===== src/rtl/rngen_pkg.sv =====
package rngen_pkg;

  typedef enum logic [1:0] {
    OP_IDLE = 2'd0,
    OP_RUN  = 2'd1,
    OP_DONE = 2'd2
  } op_state_e;

  localparam int OFF_IDENT  = 'h00;
  localparam int OFF_CMD    = 'h04;
  localparam int OFF_CTRL   = 'h08;
  localparam int OFF_STATUS = 'h0C;
  localparam int OFF_DATA   = 'h14;

  localparam int NUM_OPS  = 2;
  localparam int OP_SEED  = 0;
  localparam int OP_TEST  = 1;

  localparam int CMD_SRST     = 6;
  localparam int CMD_CLR_ERR  = 5;
  localparam int CMD_CLR_IRQ  = 4;
  localparam int CMD_SEED     = 1;
  localparam int CMD_TEST     = 0;

  localparam int CTL_MASK_ERR  = 6;
  localparam int CTL_MASK_DONE = 5;
  localparam int CTL_AUTO_SEED = 4;

  localparam logic [31:0] IDENT_WORD  = 32'h1000_0240;
  localparam logic [3:0]  FIFO_DEPTH  = 4'd5;

endpackage


===== src/rtl/rngen_rst_sync.sv =====
module rngen_rst_sync (
  input  logic clk,
  input  logic rst_n,
  output logic rst_sync_n
);

  logic [1:0] sync_q;

  always_ff @(posedge clk or negedge rst_n) begin
    if (!rst_n) begin
      sync_q <= 2'b00;
    end else begin
      sync_q <= {sync_q[0], 1'b1};
    end
  end

  assign rst_sync_n = sync_q[1];

endmodule


===== src/rtl/rngen_op_tracker.sv =====
module rngen_op_tracker
  import rngen_pkg::*;
#(
  parameter int RUN_CYCLES = 16
) (
  input  logic      clk,
  input  logic      rst_n,
  input  logic      soft_rst,
  input  logic      start,
  output op_state_e state,
  output logic      done
);

  localparam int CNT_W = (RUN_CYCLES > 1) ? $clog2(RUN_CYCLES) : 1;
  localparam logic [CNT_W-1:0] LAST = CNT_W'(RUN_CYCLES - 1);

  op_state_e        state_q, state_d;
  logic [CNT_W-1:0] cnt_q, cnt_d;
  logic             cnt_en;
  logic             finish;

  assign finish = (state_q == OP_RUN) && (cnt_q == LAST);

  always_comb begin
    state_d = state_q;
    cnt_d   = cnt_q;
    done    = 1'b0;
    if (soft_rst) begin
      state_d = OP_IDLE;
      cnt_d   = '0;
    end
    if (start) begin
      state_d = OP_RUN;
      cnt_d   = '0;
    end else if (!soft_rst && finish) begin
      state_d = OP_DONE;
      cnt_d   = '0;
      done    = 1'b1;
    end else if (!soft_rst && state_q == OP_RUN) begin
      cnt_d = cnt_q + 1'b1;
    end
  end

  assign cnt_en = soft_rst | start | (state_q == OP_RUN);

  always_ff @(posedge clk or negedge rst_n) begin
    if (!rst_n) begin
      state_q <= OP_IDLE;
      cnt_q   <= '0;
    end else if (cnt_en) begin
      state_q <= state_d;
      cnt_q   <= cnt_d;
    end
  end

  assign state = state_q;

endmodule


===== src/rtl/rngen_xorshift.sv =====
module rngen_xorshift #(
  parameter logic [31:0] SEED = 32'h2545_F491
) (
  input  logic        clk,
  input  logic        rst_n,
  input  logic        advance,
  output logic [31:0] word
);

  logic [31:0] x_q, x_d;
  logic [31:0] s1, s2;

  always_comb begin
    s1  = x_q ^ (x_q << 13);
    s2  = s1 ^ (s1 >> 17);
    x_d = s2 ^ (s2 << 5);
  end

  always_ff @(posedge clk or negedge rst_n) begin
    if (!rst_n) begin
      x_q <= SEED;
    end else if (advance) begin
      x_q <= x_d;
    end
  end

  assign word = x_q;

endmodule


===== src/rtl/rngen_csr.sv =====
module rngen_csr
  import rngen_pkg::*;
#(
  parameter int          ADDR_W     = 12,
  parameter int          RUN_CYCLES = 16,
  parameter logic [31:0] SEED       = 32'h2545_F491
) (
  input  logic              clk,
  input  logic              rst_n,
  input  logic [ADDR_W-1:0] bus_addr,
  input  logic              bus_wr,
  input  logic              bus_rd,
  input  logic [31:0]       bus_wdata,
  output logic [31:0]       bus_rdata,
  output logic              irq
);

  logic rst_sync_n;

  rngen_rst_sync u_rst_sync (
    .clk        (clk),
    .rst_n      (rst_n),
    .rst_sync_n (rst_sync_n)
  );

  // address decode
  logic hit_ident, hit_cmd, hit_ctrl, hit_status, hit_data;
  assign hit_ident  = (bus_addr == ADDR_W'(OFF_IDENT));
  assign hit_cmd    = (bus_addr == ADDR_W'(OFF_CMD));
  assign hit_ctrl   = (bus_addr == ADDR_W'(OFF_CTRL));
  assign hit_status = (bus_addr == ADDR_W'(OFF_STATUS));
  assign hit_data   = (bus_addr == ADDR_W'(OFF_DATA));

  logic cmd_wr, ctrl_wr, soft_rst, clr_irq;
  logic [NUM_OPS-1:0] op_start;
  assign cmd_wr   = bus_wr & hit_cmd;
  assign ctrl_wr  = bus_wr & hit_ctrl;
  assign soft_rst = cmd_wr & bus_wdata[CMD_SRST];
  assign clr_irq  = cmd_wr & (bus_wdata[CMD_CLR_ERR] | bus_wdata[CMD_CLR_IRQ]);
  assign op_start[OP_SEED] = cmd_wr & bus_wdata[CMD_SEED];
  assign op_start[OP_TEST] = cmd_wr & bus_wdata[CMD_TEST];

  logic unused_wdata;
  assign unused_wdata = ^{bus_wdata[31:7], bus_wdata[3:2]};

  // operation trackers
  op_state_e          op_state [NUM_OPS];
  logic [NUM_OPS-1:0] op_done;
  logic [NUM_OPS-1:0] op_running;
  logic [NUM_OPS-1:0] op_finished;

  for (genvar g = 0; g < NUM_OPS; g++) begin : g_op
    rngen_op_tracker #(
      .RUN_CYCLES (RUN_CYCLES)
    ) u_trk (
      .clk      (clk),
      .rst_n    (rst_sync_n),
      .soft_rst (soft_rst),
      .start    (op_start[g]),
      .state    (op_state[g]),
      .done     (op_done[g])
    );
    assign op_running[g]  = (op_state[g] == OP_RUN);
    assign op_finished[g] = (op_state[g] == OP_DONE);
  end

  // control register
  logic mask_err, mask_done, auto_seed;
  logic mask_err_d, mask_done_d, auto_seed_d;
  logic ctrl_en;

  always_comb begin
    mask_err_d  = mask_err;
    mask_done_d = mask_done;
    auto_seed_d = auto_seed;
    if (soft_rst) begin
      mask_err_d  = 1'b0;
      mask_done_d = 1'b0;
      auto_seed_d = 1'b0;
    end else if (ctrl_wr) begin
      mask_err_d  = bus_wdata[CTL_MASK_ERR];
      mask_done_d = bus_wdata[CTL_MASK_DONE];
      auto_seed_d = bus_wdata[CTL_AUTO_SEED];
    end
  end

  assign ctrl_en = soft_rst | ctrl_wr;

  always_ff @(posedge clk or negedge rst_sync_n) begin
    if (!rst_sync_n) begin
      mask_err  <= 1'b0;
      mask_done <= 1'b0;
      auto_seed <= 1'b0;
    end else if (ctrl_en) begin
      mask_err  <= mask_err_d;
      mask_done <= mask_done_d;
      auto_seed <= auto_seed_d;
    end
  end

  // interrupt
  logic irq_q, irq_d, irq_set, irq_en;
  assign irq_set = (|op_done) & ~mask_done;

  always_comb begin
    irq_d = irq_q;
    if (clr_irq) irq_d = 1'b0;
    if (irq_set) irq_d = 1'b1;
  end

  assign irq_en = irq_set | clr_irq;

  always_ff @(posedge clk or negedge rst_sync_n) begin
    if (!rst_sync_n) begin
      irq_q <= 1'b0;
    end else if (irq_en) begin
      irq_q <= irq_d;
    end
  end

  assign irq = irq_q;

  // random source
  logic [31:0] rng_word;
  logic        rng_adv;
  assign rng_adv = bus_rd & hit_data;

  rngen_xorshift #(
    .SEED (SEED)
  ) u_rng (
    .clk     (clk),
    .rst_n   (rst_sync_n),
    .advance (rng_adv),
    .word    (rng_word)
  );

  // read mux
  logic        busy;
  logic [31:0] status_word, cmd_word, ctrl_word;

  assign busy = |op_running;

  always_comb begin
    cmd_word = '0;
    cmd_word[CMD_SEED] = op_running[OP_SEED];
    cmd_word[CMD_TEST] = op_running[OP_TEST];

    ctrl_word = '0;
    ctrl_word[CTL_MASK_ERR]  = mask_err;
    ctrl_word[CTL_MASK_DONE] = mask_done;
    ctrl_word[CTL_AUTO_SEED] = auto_seed;

    status_word        = '0;
    status_word[15:12] = FIFO_DEPTH;
    status_word[11:8]  = FIFO_DEPTH;
    status_word[6]     = 1'b1;
    status_word[5]     = op_finished[OP_SEED];
    status_word[4]     = op_finished[OP_TEST];
    status_word[1]     = busy;
    status_word[0]     = ~busy;
  end

  always_comb begin
    bus_rdata = '0;
    if (hit_ident)  bus_rdata = IDENT_WORD;
    if (hit_cmd)    bus_rdata = cmd_word;
    if (hit_ctrl)   bus_rdata = ctrl_word;
    if (hit_status) bus_rdata = status_word;
    if (hit_data)   bus_rdata = rng_word;
  end

endmodule


===== config.mk =====
export PLATFORM = sky130hd
export DESIGN_NAME = rngen_csr
export DESIGN_NICKNAME = d
export VERILOG_FILES = /design/src/rtl/rngen_pkg.sv /design/src/rtl/rngen_rst_sync.sv /design/src/rtl/rngen_op_tracker.sv /design/src/rtl/rngen_xorshift.sv /design/src/rtl/rngen_csr.sv
export SDC_FILE = /design/constraint.sdc
export NUM_CORES = 1
export LEC_CHECK = 0
export BUFFER_PORTS_ARGS = -buffer_cell sky130_fd_sc_hd__buf_2
export CORE_MARGIN = 2
export CORE_UTILIZATION = 30
export CTS_CLUSTER_SIZE = 16
export DETAILED_ROUTE_END_ITERATION = 10
export PLACE_DENSITY = 0.54
export SYNTH_ARGS = -nofsm -noshare
export SYNTH_HDL_FRONTEND = slang
export SYNTH_SLANG_ARGS = --single-unit

===== constraint.sdc =====
create_clock -name clk -period 2.2 [get_ports clk]
set_input_delay 0.22 -clock clk [delete_from_list [all_inputs] [get_ports clk]]
set_output_delay 0.22 -clock clk [all_outputs]
set_load 0.005 [all_outputs]

; ---- Yosys cells after proc, flatten, opt, wreduce, memory -nomap -nowiden
; Index checks and enable logic that the tools add are counted.
[op_classes]
add_sub_neg = 2
multipliers = 0
n_div = 0
n_lt_le_gt_ge = 0
n_eq_ne = 10
shifts = 0
mux = 29
bitwise = 20
reduce_logical = 22
[op_table]
columns = operator, n
row1 = 32-bit 2-to-1 mux, 4
row2 = 32-bit bitwise XOR, 2
row3 = 32-bit by 15-bit bitwise XOR with 32-bit output, 1
row4 = 29-bit 2-to-1 mux, 1
row5 = 4-bit 2-to-1 mux, 7
row6 = 12-bit by 4-bit equality test with 1-bit output (second input constant), 2
row7 = 12-bit by 3-bit equality test with 1-bit output (second input constant), 1
row8 = 12-bit by 5-bit equality test with 1-bit output (second input constant), 1
row9 = 12-bit zero test, 1
row10 = 1-bit 2-to-1 mux, 12
row11 = 2-bit AND reduction, 6
row12 = 2-bit 2-to-1 mux, 5
row13 = 4-bit by 1-bit adder with 4-bit output (second input constant), 2
row14 = 1-bit bitwise AND, 8
row15 = 4-bit equality test (second input constant), 2
row16 = 4-bit nonzero test, 2
row17 = 1-bit bitwise OR, 7
row18 = 1-bit logical AND, 6
row19 = 3-bit nonzero test, 2
row20 = 2-bit by 1-bit equality test with 1-bit output (second input constant), 2
row21 = 2-bit equality test (second input constant), 2
row22 = 2-bit nonzero test, 2
row23 = 2-bit OR reduction, 2
row24 = 1-bit NOT, 2
row25 = 1-bit zero test, 1
[totals]
regBits = 50
latch_bits = 0
ramBits = 0
mem_bits_ro = 0
in_bits = 48
out_inout_bits = 33
memories = 0

; ---- Logic depth before layout (Yosys ltp)
; Gate-level depths: netlist of run 1.
[depth]
depth_word = 11
depth_mapped = 6
mapped_depth_nobuf = 4

; ---- Hierarchy
; A second synthesis of run 1 with hierarchy kept.
[hier_totals]
cells_unflattened = 326
hier_area_um2 = 3168.0
[by_module_without_submodules]
columns = module, n_inst, cells_per_inst, area_per_inst_um2, seq_area_each_um2
row1 = rngen_xorshift, 1, 160, 1834.3, 818.3
row2 = rngen_csr, 1, 97, 656.9, 100.1
row3 = rngen_op_tracker, 2, 33, 311.5, 150.1
row4 = rngen_rst_sync, 1, 3, 53.8, 50.0

; ---- Least setup slack after synthesis of run 1
; OpenSTA, ideal clock, no wires.
[synth_timing]
path_type = register -> register
from = register u_rng.x_q[16] (netlist: u_rng.word[16])
to = register u_rng.x_q[12] (netlist: u_rng.word[12])
setup_time_ps = 75
t_arrival_ps = 1452
required_ps = 2125
slack_ps = 673
path_stages_with_launch = 6
synth_period_minus_slack_ps = 1527
path_cell_list = dfstp_2 buf_4 xor2_1 xnor3_1 nor2_1 xor2_1
[synth_via]
elab_chain_len = 3
[synth_rtl]
columns = item, line_no
row1 = start: declaration, rngen_xorshift.sv:10  ; logic [31:0] x_q, x_d;
row2 = start signal: assignment, rngen_xorshift.sv:21  ; x_q <= SEED;
row3 = start signal: assignment, rngen_xorshift.sv:23  ; x_q <= x_d;
row4 = 32-bit bitwise XOR, rngen_xorshift.sv:14  ; s1 = x_q ^ (x_q << 13);
row5 = 32-bit by 15-bit bitwise XOR with 32-bit output, rngen_xorshift.sv:15  ; s2 = s1 ^ (s1 >> 17);
row6 = 32-bit bitwise XOR, rngen_xorshift.sv:16  ; x_d = s2 ^ (s2 << 5);
; No other way between the ends.
; A chain may end at the register's enable or synchronous reset.

; ---- Worst setup path in the final report of run 1
[layout_timing]
from = register g_op[1].u_trk.state_q[0]
to = output port bus_rdata[1]
[layout_via]
elab_chain_len = 4
[layout_rtl]
columns = item, line_no
row1 = start: declaration, rngen_op_tracker.sv:17  ; op_state_e state_q, state_d;
row2 = start signal: assignment, rngen_op_tracker.sv:51  ; state_q <= state_d;
row3 = 2-bit by 1-bit equality test with 1-bit output, rngen_csr.sv:63  ; assign op_running[g] = (op_state[g] == OP_RUN);
row4 = 2-bit OR reduction, rngen_csr.sv:141  ; assign busy = |op_running;
row5 = 32-bit 2-to-1 mux, rngen_csr.sv:168  ; if (hit_status) bus_rdata = status_word;
row6 = 32-bit 2-to-1 mux, rngen_csr.sv:169  ; if (hit_data) bus_rdata = rng_word;
row7 = end: declaration, rngen_csr.sv:14  ; output logic [31:0] bus_rdata,
; No other way between the ends.

==> results of run 1 <==
synthesized netlist by cell type, drive strengths merged (3+ instances only):
cell      n
nor3      3
nor2b     5
and2     21
nand2b    3
dfrtp    36
buf      17
a22o      5
nor2     25
nand3     3
nand4     4
o21ai     4
a32oi     3
a21oi    10
and4      3
inv       5
xnor3     9
xnor2    43
a2bb2oi   3
xor2     32
dfstp    14
nand2    40
worst max-delay path, cell delays in order, from the launching register on:
cell	delay, ns
dfrtp_1	0.40
nor2b_1	0.43
a21oi_1	0.13
a2bb2oi_1	0.14
nor2_1	0.13
buf_2	0.14
path summary, 6_finish.rpt:
| kind | endpoint | slack [ns] | depth (start not counted) |
|---|---|---|---|
| max | bus_rdata[1] | 0.30 | 5 |
| min | g_op[0].u_trk.state[0]$_DFFE_PN0P_ | 0.13 | 3 |
| max reg2reg | irq$_DFFE_PN0P_ | 0.57 | 3 |
| min reg2reg | g_op[0].u_trk.state[0]$_DFFE_PN0P_ | 0.19 | 0 |
| max in group asynchronous | u_rng.word[4]$_DFFE_PN1P_ | 1.42 | 1 |
| min in group asynchronous | g_op[0].u_trk.state[0]$_DFFE_PN0P_ | 0.19 | 0 |
metrics by stage:
stage	utilization [%]	total power, mW
CTS	35.8	1.81
floorplan	-	1.07
global placement	34.7	1.12
global route	35.8	1.86
finish	35.8	1.79
detailed placement	34.7	1.12
state kept, by name (all words and copies together), names as in the netlist:
register           count
u_rng.word            32
g_op.u_trk.cnt_q       8
g_op.u_trk.state       4
u_rst_sync.sync_q      2
auto_seed              1
irq                    1
mask_done              1
mask_err               1
cells by family (layout without fill, tap and decap cells):
logic type / Yosys count / count (layout) / share of synthesized area [%]
AO/OA/AOI/OAI: 32 / 32 / 6.94
XOR/XNOR: 85 / 85 / 28.2
adder cells (fa/ha/maj): 2 / 2 / 0.780
buffers and inverters: 23 / 74 / 4.21
flip-flops: 50 / 50 / 39.5
multiplexers: 2 / 2 / 0.819
other: 1 / 1 / 0.117
AND/OR/NAND/NOR: 117 / 117 / 19.4
final cells by class:
class | instances | share of cell area (%)
Clock inverter | 2 | 1.01
Clock buffer | 6 | 1.95
Sequential cell | 50 | 34.2
Multi-Input combinational cell | 239 | 48.6
Timing Repair Buffer | 61 | 9.16
Inverter | 5 | 0.505
Tap cell | 136 | 4.58
power breakdown:
group          total (mW)  switching [mW]  internal, mW
Clock               0.678           0.338         0.340
Combinational       0.121          0.0655        0.0558
Sequential          0.987          0.0362         0.950
repair_timing:
item,4_1_cts,5_1_grt
endpoints found under the hold margin,2,0
gates resized for setup,0,0
hold buffers,1,0
setup endpoints to repair,0,0
routing by layer:
layer	vias to the layer above	track usage, %	wire length, um	share of wire, %
li1	1130	-	-	-
met2	43	20.5	3300	46
met5	-	0	0	0
met4	0	4.40	110	1.5
met3	6	2.18	260	3.7
met1	1102	17.9	3430	48
==> reports/qor.yml, run 1 <==
run_status:
  status: "complete, no violations"
drt:
  viasPerCell: 4.57
  wl_um: 7100
  vias: 2281
  dr.first_iter.drc_count: 102
  drcViolationCount: 0
  detail-route-antenna-nets: 0
  wire_per_inst_um: 14.2
  drt_first_pass_iters: 4
yosys:
  synth-edff-count: 0
  synth_nets: 362
  yosysWarnings: 0
  synthFlopType: "dfrtp_1"
  yosysTopAreaCell: "dfrtp_1"
  synthTopCellsByArea: "dfrtp_1, dfstp_2, xnor2_1, xor2_1, xnor3_1"
  synth_seq_cells: 50
  yosys.area.top_type_share_pct: 28.1
  syn_area_per_cell_um2: 10.3
  synth_cell_types: 45
  syn_area_um2: 3210
  synthArstFlopShare_pct: 100
  syn_inst: 312
  ys_seq_area_share_pct: 39.5
floorplan:
  initial_utilization_pct: 30.9
  fp.dieW_um: 107
  row_count: 37
  ios: 81
  dieArea_um2: 11500
  core-area_um2: 10400
  die_y_um: 107
finish:
  num_antenna_cells: 0
  seqCellArea_um2: 1270
  nets: 412
  design_area_um2: 3710
  final_common_cell: "buf_2"
  stdcell_count: 499
  multi_input_area_um2: 1810
  syn_to_final_growth_pct: 15.8
  n_fill_cell: 1063
  layout_common_cells: "buf_2, nand2_1, xnor2_1"
  drive_gt1_share_pct: 25.3
power_and_ir_drop:
  power.density_nw_per_um2: 481
  ir_drop_v: 0.000230
  leakage_nw: 1.84
clock_network:
  cts_buffers: 5
  htree_levels: 2
  cts-root-buf: "clkbuf_8"
  clkTransAtPathRegs_ns: 0.10
  insertion_delay_ns: 0.32
  cts_setup_buffers: 0
  cts.sinks: 50
  clockBufferDepth: 2
  cts_tree: "done"
min_path:
  worstHoldPathType: "in2reg"
  min_from: "bus_wdata[1]"
global_route:
  grt.total_usage_pct: 12.9
  grt_pass1_vias: 2298
  grt_pass1_wl_um: 11600
  antenna_found_initial: 0
  grt.overflow.total: 0
  grt_max_degree: 23
timing:
  finalWorstSetupSlack_ns: 0.296
  finalMaxSlewViolations: 0
  period_minus_slack_ns: 1.90
  hold_violations: 0
  fmax_mhz: 525
  finalClockSkew_ns: 0.0171
  fin_setup_tns_ns: 0
  setup_viol: 0
  rsz0062_at_grt: "false"
  hold-worst-slack_ns: 0.133
  finalCritPeriodShare_pct: 86.5
setup_path:
  regToRegStartpoint: "g_op[1].u_trk.state[0]$_DFFE_PN0P_"
  cp_data_required_time_ns: 1.98
  arrival_ns: 1.68
  start_kind: "flop"
  cp-end-kind: "output port"
  cp-startpoint: "g_op[1].u_trk.state[0]$_DFFE_PN0P_"
  cp_max_fo: 7
  path_class: "reg2out"
place:
  postPlaceCellArea_um2: 3590
  dp_hpwl_um: 5220
  io_buffer_count: 53
  place_inst: 490
  pre_cts_slack_ns: 0.322
  place_congestion: 0.729
run:
  maxCapViolations: 0
(Power assumes the default switching activity.)
==> run 2: changes to the inputs <==
CORE_UTILIZATION = 32   (was 30)
PLACE_DENSITY = 0.57   (was 0.54)
REMOVE_ABC_BUFFERS = 1   (was default)
==> run 2 against run 1 <==
Effect of this change: clock skew fell by 0.0085 ns; global-route usage rose by 0.33 points; clock power fell by 16%; via count fell by 0.22%; cell count fell by 0.80%; routed wire length fell by 2.1%; critical path depth did not move; first-iteration DRC count fell by 5.9%; register-to-register slack got worse by 0.09 ns; die area fell by 6.0%; sequential power barely moved; critical endpoint unchanged; largest cell class unchanged.
==> reports/qor.yml, run 2 (synthesis gave the netlist of run 1 again) <==
clock_network:
  cts.sinks: 50  # unchanged
  clockBufferDepth: 2  # unchanged
  insertion_delay_ns: 0.30  # -0.02 ns
  cts-root-buf: "clkbuf_8"
  cts_tree: "done"
  clkTransAtPathRegs_ns: 0.09  # about the same
  cts_buffers: 5  # unchanged
  htree_levels: 2  # unchanged
  cts_setup_buffers: 0  # unchanged
place:
  dp_hpwl_um: 5060  # -3.0%
  place_congestion: 0.801  # +9.9%
  io_buffer_count: 53  # unchanged
  pre_cts_slack_ns: 0.340  # +0.0175 ns
floorplan:
  initial_utilization_pct: 32.8  # +1.9 points
  row_count: 36  # -2.7%
  dieArea_um2: 10800  # -6.0%
  fp.dieW_um: 104  # -3.1%
  core-area_um2: 9770  # -5.7%
  ios: 81  # unchanged
  die_y_um: 104  # -3.1%
power_and_ir_drop:
  ir_drop_v: 0.000213  # -7.0%
  p_int_mw: 1.26  # -6.6%
  pwr-share-comb_pct: 6.8  # about the same
  p_sw_share_pct: 24.8  # +0.23 points
  seq_power_share_pct: 59.2  # +4.0 points
  p_clk_share_pct: 34.0  # -4.0 points
  leakage_nw: 1.83  # -0.72%
  p_sw_uw: 416  # -5.4%
  power.density_nw_per_um2: 456  # -5.2%
drt:
  wire_per_inst_um: 14.0  # -1.4%
  vias: 2276  # -0.22%
  drcViolationCount: 0  # unchanged
  drt_first_pass_iters: 4  # unchanged
  dr.first_iter.drc_count: 96  # -5.9%
  wl_um: 6950  # -2.1%
  viasPerCell: 4.60  # +0.59%
  detail-route-antenna-nets: 0  # unchanged
finish:
  syn_to_final_growth_pct: 14.4
  largest_register_ffs: 32  # unchanged
  final_common_cell: "buf_2"
  num_antenna_cells: 0  # unchanged
  nets: 411  # -0.24%
  seqCellArea_um2: 1270  # unchanged
  drive_gt1_share_pct: 25.1  # -0.21 points
  fin_util_pct: 37.6  # +1.7 points
  n_fill_cell: 993  # -6.6%
  layout_common_cells: "buf_2, nand2_1, xnor2_1"
  multi_input_area_um2: 1810  # unchanged
setup_path:
  ff2ff_setup_slack_ns: 0.48  # -0.09 ns
  worst-path-buf-inv: 1  # unchanged
  cp_cell_sequence: "nor2b_1, a21oi_1, a2bb2oi_1, nor2_1, buf_2"
  cp_data_required_time_ns: 1.98  # about the same
  cp-end-kind: "output port"
  path_class: "reg2out"
  slowest_delay_ns: 0.47  # +0.04 ns
  slowest_stage: "nor2b_1"
  cp_max_fo: 7  # unchanged
  arrival_ns: 1.70  # +0.02 ns
  start_kind: "flop"
  cp_top_family: "simple AND/OR/NAND/NOR gates"
global_route:
  grt_max_degree: 27  # +17%
  antenna_found_initial: 0  # unchanged
  grt.overflow.total: 0  # unchanged
  grt_pass1_wl_um: 11800  # +1.5%
  grt.total_usage_pct: 13.2  # +0.33 points
  grt_pass1_vias: 2379  # +3.5%
timing:
  fmax_mhz: 520  # -1.1%
  rsz0062_at_grt: "false"
  max_slew_margin_pct: 59.4
  finalMaxSlewViolations: 0  # unchanged
  hold_violations: 0  # unchanged
  finalWorstSetupSlack_ns: 0.276  # -0.0204 ns
  setup_viol: 0  # unchanged
  fin_setup_tns_ns: 0  # unchanged
  period_minus_slack_ns: 1.92  # +0.0204 ns
  worstMarginPinSlew_ns: 0.608
  finalCritPeriodShare_pct: 87.5  # +0.93 points
  finalClockSkew_ns: 0.00856  # -0.00853 ns
run:
  maxCapViolations: 0  # unchanged
run_status:
  status: "complete, no violations"
min_path:
  worstHoldPathType: "in2reg"
[run 2: cell types whose count changed in the layout (fill, tap and decap cells not counted)]
| cell | change |
|---|---|
| buf_12 | -1 |
| bufinv_16 | -1 |
| clkbuf_8 | +1 |
| clkinv_2 | +1 |
| clkinvlp_4 | -1 |
[run 2: final cells by class]
cell class                 instances  share of cell area (%)
clock buffer                       7                    2.35
clock inverter                     1                   0.136
tap                              133                    4.53
inverter                           5                   0.511
multi-input combinational        239                    49.2
sequential                        50                    34.6
timing repair buffer              60                    8.72
[run 2: through the flow]
stage	cell area, um2	total power [mW]	hold WS (ns)	cells
after global routing	3670	1.75	0.145	495
after detailed placement	3570	1.12	0.0123	486
after CTS	3670	1.70	0.124	495
after global placement	3570	1.11	0.00922	486
final	3670	1.67	0.126	495
after floorplan	3090	1.06	-0.0756	294
[run 2: per-layer routing]
layer / track usage, % / share of wire [%]
met1: 17.5 / 49
met2: 22.5 / 46
met3: 2.44 / 3.6
met4: 3.09 / 1.0
met5: 0 / 0
[run 2: worst paths after layout]
| kind | startpoint | endpoint | depth (start not counted) |
|---|---|---|---|
| max | g_op[1].u_trk.state[0]$_DFFE_PN0P_ | bus_rdata[1] | 5 |
| min | bus_wdata[1] | g_op[0].u_trk.state[0]$_DFFE_PN0P_ | 3 |
| max reg2reg | g_op[0].u_trk.state[0]$_DFFE_PN0P_ | irq$_DFFE_PN0P_ | 4 |
| min reg2reg | u_rst_sync.sync_q[1]$_DFF_PN0_ | u_rng.word[23]$_DFFE_PN0P_ | 0 |
| max in group asynchronous | u_rst_sync.sync_q[1]$_DFF_PN0_ | u_rng.word[0]$_DFFE_PN1P_ | 1 |
| min in group asynchronous | rst_n | u_rst_sync.sync_q[1]$_DFF_PN0_ | 2 |
[run 2: power by group through the flow]
stage	logic [mW]	clock network (mW)	registers, mW
6_report	0.114	0.569	0.990
3_5_place_dp	0.113	0	1.01
2_1_floorplan	0.0620	0	1.00
3_3_place_gp	0.109	0	1.00
5_1_grt	0.130	0.619	0.997
4_1_cts	0.115	0.594	0.990
[run 2: timing repair]
| item | in CTS | in global routing |
|---|---|---|
| hold buffers | 1 | 0 |
| hold endpoints to repair | 2 | 0 |
| gates resized for setup | 0 | 0 |
[run 2: worst register-to-register path: cells and delay by family, from the launching register on]
family / cells / cell delay, ns
simple gates: 2 / 0.77
compound gates: 2 / 0.43
flops: 1 / 0.40
